<file path="config.mk">
export PLATFORM = sky130hd
export DESIGN_NAME = sop_array
export DESIGN_NICKNAME = d
export VERILOG_FILES = /design/src/rtl/sop_array.sv
export SDC_FILE = /design/constraint.sdc
export NUM_CORES = 2
export LEC_CHECK = 0
export BUFFER_PORTS_ARGS = -buffer_cell sky130_fd_sc_hd__buf_2
export CORE_ASPECT_RATIO = 0.9
export CORE_MARGIN = 2
export CORE_UTILIZATION = 45
export DETAILED_ROUTE_END_ITERATION = 8
export GPL_ROUTABILITY_DRIVEN = 0
export PLACE_DENSITY_LB_ADDON = 0.12
export SLEW_MARGIN = 0
export SYNTH_ARGS = -nofsm -noshare
export SYNTH_HDL_FRONTEND = slang
export SYNTH_SLANG_ARGS = --single-unit
</file>
<file path="constraint.sdc">
create_clock -name clk -period 5.6 [get_ports clk]
set_input_delay 0.28 -clock clk [delete_from_list [all_inputs] [get_ports clk]]
set_output_delay 0.28 -clock clk [all_outputs]
set_load 0.05 [all_outputs]
</file>
<file path="src/rtl/sop_array.sv">
module sop_array #(
  parameter int N_IN   = 16,
  parameter int N_TERM = 48,
  parameter int N_OUT  = 8,
  localparam int IDX_W = $clog2(N_TERM),
  localparam int LNK_W = 2 * N_IN
) (
  input  logic             clk,
  input  logic             rst,
  input  logic             cfg_we,
  input  logic [IDX_W-1:0] cfg_term,
  input  logic [LNK_W-1:0] cfg_links,
  input  logic [N_OUT-1:0] cfg_or,
  input  logic             pol_we,
  input  logic [N_OUT-1:0] pol_data,
  input  logic             oc_mode,
  input  logic             ce_n,
  input  logic [N_IN-1:0]  din,
  output logic [N_OUT-1:0] dout,
  output logic             dout_oe
);

  logic [LNK_W-1:0]  and_cfg [N_TERM];
  logic [N_OUT-1:0]  or_cfg  [N_TERM];
  logic [N_OUT-1:0]  pol;
  logic [N_TERM-1:0] term;
  logic [N_OUT-1:0]  sum;
  logic [N_OUT-1:0]  func;
  logic              wr_ok;

  assign wr_ok = cfg_we && (32'(cfg_term) < N_TERM);

  always_ff @(posedge clk) begin
    if (rst) begin
      for (int k = 0; k < N_TERM; k++) begin
        and_cfg[k] <= '1;
        or_cfg[k]  <= '1;
      end
      pol <= '0;
    end else begin
      if (wr_ok) begin
        and_cfg[cfg_term] <= cfg_links;
        or_cfg[cfg_term]  <= cfg_or;
      end
      if (pol_we) pol <= pol_data;
    end
  end

  generate
    for (genvar k = 0; k < N_TERM; k++) begin : g_term
      logic [N_IN-1:0] lit_ok;
      for (genvar i = 0; i < N_IN; i++) begin : g_lit
        assign lit_ok[i] = (~and_cfg[k][2*i] | din[i]) &
                           (~and_cfg[k][2*i+1] | ~din[i]);
      end
      assign term[k] = &lit_ok;
    end
  endgenerate

  always_comb begin
    sum = '0;
    for (int k = 0; k < N_TERM; k++)
      if (term[k]) sum = sum | or_cfg[k];
  end

  assign func    = sum ^ pol;
  assign dout_oe = ~ce_n;
  assign dout    = ce_n ? (oc_mode ? '1 : '0) : func;

endmodule

</file>
### After elaboration in Yosys (flattened, before gate mapping)

Memory sizes are Yosys's and may differ from the RTL's.
Cells that the tools add are included.

* $lt $le $gt $ge: 1
* muxes and demuxes: 61
* bitwise operators: 3905
* reductions and logical operators: 51

Operators by type and width (number)
* $not A1 Y1: 1553
* $or A1 B1 Y1: 1536
* $and A1 B1 Y1: 768
* $reduce_and A16 Y1: 48
* $mux W8: 51
* $or A8 B8 Y8: 47
* $mux W32: 1
* $reduce_or A32 Y1: 1
* $mux W6: 2
* $reduce_or A8 Y1: 1
* $xor A8 B8 Y8: 1
* $mux W1: 7
* $lt A6 B6 Y1 const B: 1
* $logic_and A1 B1 Y1: 1

* memories: 2
* output and inout port bits: 9
* bits in registers: 8
* RAM bits: 1920

Memory list
* and_cfg: depth 48, bits a word 32, read ports 48, clocked after memory_dff 0, write ports 48, RTL line 23 `logic [LNK_W-1:0] and_cfg [N_TERM];`
* or_cfg: depth 48, bits a word 8, read ports 48, clocked after memory_dff 0, write ports 48, RTL line 24 `logic [N_OUT-1:0] or_cfg [N_TERM];`

### Depth between registers and ports, before layout

* depth after elaboration: 101
* gate-level depth with buffers: 10
* gate-level depth less buffers: 8

### Worst setup path after synthesis

OpenSTA, ideal clock, no wires.

* kind: input to register
* start point: in cfg_term[1]
* end point: mem and_cfg[28][0] in the netlist's numbering, enable pin
* path slack: 2.024 ns
* required time: 5.154 ns
* cell stages on the path: 6
* library setup time: 0.446 ns
* arrival: 3.130 ns
* buffers on the path: 3
* cells stage by stage: clkbuf_1 nand2b_1 or2_2 clkbuf_1 clkbuf_1 o21bai_1

RTL lines
* start, declared: RTL line 11 `input logic [IDX_W-1:0] cfg_term,`
* end, declared: RTL line 23

### Final worst setup path

* start point: in din[3]
* end point: out dout[6]

* longest elaborated chain between the ends: 101

Ends and longest elaborated chain
* start, declared: RTL line 18 `input logic [N_IN-1:0] din,`
* $not A1 Y1: RTL line 54 `(~and_cfg[k][2*i+1] | ~din[i]);`
* $or A1 B1 Y1: RTL line 54
* $and A1 B1 Y1: RTL line 53 `assign lit_ok[i] = (~and_cfg[k][2*i] | din[i]) &`
* $reduce_and A16 Y1: RTL line 56 `assign term[k] = &lit_ok;`
* $mux W8: RTL line 63 `if (term[k]) sum = sum | or_cfg[k];`
* $or A8 B8 Y8: RTL line 63
* $mux W8: RTL line 63
* $or A8 B8 Y8: RTL line 63
* [85 not listed]
* $or A8 B8 Y8: RTL line 63
* $mux W8: RTL line 63
* $or A8 B8 Y8: RTL line 63
* $mux W8: RTL line 63
* $or A8 B8 Y8: RTL line 63
* $mux W8 (*): RTL line 63
* $xor A8 B8 Y8 (*): RTL line 66 `assign func = sum ^ pol;`
* $mux W8 (*): RTL line 68 `assign dout = ce_n ? (oc_mode ? '1 : '0) : func;`
* end, declared: RTL line 19 `output logic [N_OUT-1:0] dout,`

Every way passes the cells marked *; elsewhere a longest branch is shown, timed or not.

==> metrics.cfg <==
[grt]
grt_antenna_before_repair = 37
grt_overflow = 0
grt_pass1_vias = 48820
grt_pass1_wl_um = 372700
grt_usage = 0.2703
grt_max_degree = 99

[logic_synthesis]
synthDistinctLibCells = 35
netlist_top_cells_count = 1920 x edfxtp_1, 1445 x or2_2, 776 x mux2i_1
async_flop_share = 0
ys_warn_count = 0
synthCells = 6070
synth_top_area_cell = edfxtp_1
synth_nets = 6146
yosysMostFrequentCell = edfxtp_1
syn-cell-area_mm2 = 0.08550
synth-main-ff-cell = edfxtp_1
seq_area_frac_synth = 0.6762
syn_area_per_cell_um2 = 14.09
synth_top_area_share = 0.6743
ys_top_cells_by_area = edfxtp_1 67%, or2_2 11%, mux2i_1 9.1%
synth_edf_count = 1920
ys_seq_elements = 1928

[timing]
timing.fmax_mhz = 210.8
slew-limit-headroom = 0.1276
finalHoldViolCount = 0
fin_skew_ps = 0
worstMarginPinSlew_ps = 1304
setup_viol = 0
final_max_slew_viol_count = 0
tns_ps = 0
min_period_ps = 4743
period_share = 0.8470
rsz0062_at_grt = false

[die]
fp.dieH_um = 417.5
chipWidth_um = 463.5
core_area_mm2 = 0.1886
ios = 85
start_util = 0.4534
fp-row-count = 151
dieArea_mm2 = 0.1935

[worst_setup_path]
critPathMaxStageDelay_ps = 630
worstSetupPathType = in -> out
worst_ep_required_time_ps = 5320
crit_path_cell_trace = buf_4 > buf_12 > buf_12 > mux2i_1 > nand4_1 > nor2_1 > nand3_1 > nand4_1 > or4_1 > nor4_1 > o31ai_1 > buf_4 > buf_2
path_delay_family = simple AND/OR/NAND/NOR gates
critPathSlowestCell = o31ai_1
arrival_ps = 4460
worst_setup_path_end_kind = primary output
critPathMaxFanout = 22
cp.buffers_inverters = 5
critPathLaunchType = input port

[place]
port_buffers = 84
dp.final_hpwl_um = 158900
dp.cells = 8305
placed_area_mm2 = 0.08800

[route]
wire_per_inst_um = 30.39
drtPass1Iterations = 6
route.detailed.drc = 0
totalWireLength_um = 264900
vias = 50680
antenna_left = 0
via_per_inst = 5.815
drtIter0Drc = 6471

[pwr]
p_per_area_mw_per_mm2 = 334.7
cellLeakagePower_nw = 31.52
worst_ir_drop_vdd_uv = 367.5

[finish]
area_growth_pct = 10.57
drive_gt1_frac = 0.3307
fin_nets = 6080
instances_no_fill = 8715
stdcell_area_mm2 = 0.09454

[clock_tree]
clkSinkCount = 1928
post-cts-setup-buffers = 0
numCtsBuffers = 202
cts_root_buf = clkbuf_16
clk_path_buf_depth = 3
clk_pin_slew_ps = 60
cts_max_level = 4
clk_latency_ps = 830
cts_tree = yes

[flow_run]
cap_violations = 0

[status]
outcome = finished, final reports clean

[min_path]
holdCritPathClass = in -> reg

stage by stage:
step / hold slack, ps / worst slack (ps) / util / power [mW]
global route: 31.25 / 796.9 / 0.5012 / 32.48
floorplan: 427.2 / 2024 / - / 18.05
detailed placement: 486.6 / 922.2 / 0.4667 / 18.85
CTS: 2.097 / 812.8 / 0.5012 / 31.78
finish: 64.91 / 856.7 / 0.5014 / 31.65
global placement: 480.3 / 867.9 / 0.4667 / 18.82
state kept, by name (all words and copies together) (netlist names):
register and count:
or_cfg 384, pol 8, and_cfg 1536
area by class of cell:
class,count,area [um2]
multi-input cells,3615,25140
inverters,5,18.77
diodes,13,32.53
repair buffers,252,2062
fillers,16100,94010
flip-flops and latches,1928,57820
clock buffers,252,5306
well taps,2524,3158
clock inverters,126,1010
cell usage in the layout (no fill, tap or decap), types with 3 or more instances in the layout:
cell type and count:
clkbuf_16 205, inv_1 5, or3_1 320, clkinv_8 3, or2_2 1445, dfxtp_1 8, edfxtp_1 1920, nor2_2 29
nor4_1 16, a32oi_1 22, or4_1 11, nor3b_1 3, nand4_1 272, inv_16 3, inv_6 6, nand2b_1 161
buf_2 36, clkinvlp_4 6, clkbuf_1 47, and3b_1 3, buf_12 17, dlygate4sd3_1 19, bufinv_16 12, o21bai_4 8
a31o_2 7, diode_2 13, o31ai_1 4, nand2_1 42, clkinv_1 56, nand3_1 356, mux2i_1 776, clkinv_2 37
o31a_1 4, nand2b_2 36, nor2_1 75, buf_4 180, and2_1 6, nor4_2 3
path summary, 6_finish.rpt:
check                from              to  slack, ps  cells after the start
min reg2reg        pol[7]          pol[7]       1060                      3
max                din[3]         dout[6]        860                     13
max reg2reg        pol[4]          pol[4]       4280                      3
min          cfg_links[5]  and_cfg[43][5]         60                      2
cell families after synthesis:
family,synth area share
AND/OR/NAND/NOR,0.1959
flip-flops,0.6762
multiplexers,0.09085
buffers and inverters,0.03239
AO/OA/AOI/OAI,0.004624
power by group:
part / switching [mW] / internal, mW / total, mW
clock: 5.82 / 7.28 / 13.1
combinational: 1.31 / 0.445 / 1.75
sequential: 0.203 / 16.6 / 16.8
total: 7.33 / 24.3 / 31.6
routing by layer:
metal | wire, um | up-vias | GRT usage
met1 | 114500 | 25970 | 0.3904
met4 | 8317 | 4 | 0.08270
li1 | - | 22020 | -
met3 | 21270 | 457 | 0.04494
met2 | 120700 | 2218 | 0.4197
met5 | 26 | - | 0
timing repair:
action,4_1_cts,5_1_grt
endpoints found under the hold margin,32,0
setup endpoints to repair,0,0
gates resized for setup,0,0
hold buffers,19,0
Power figures use the tool's default switching activity.
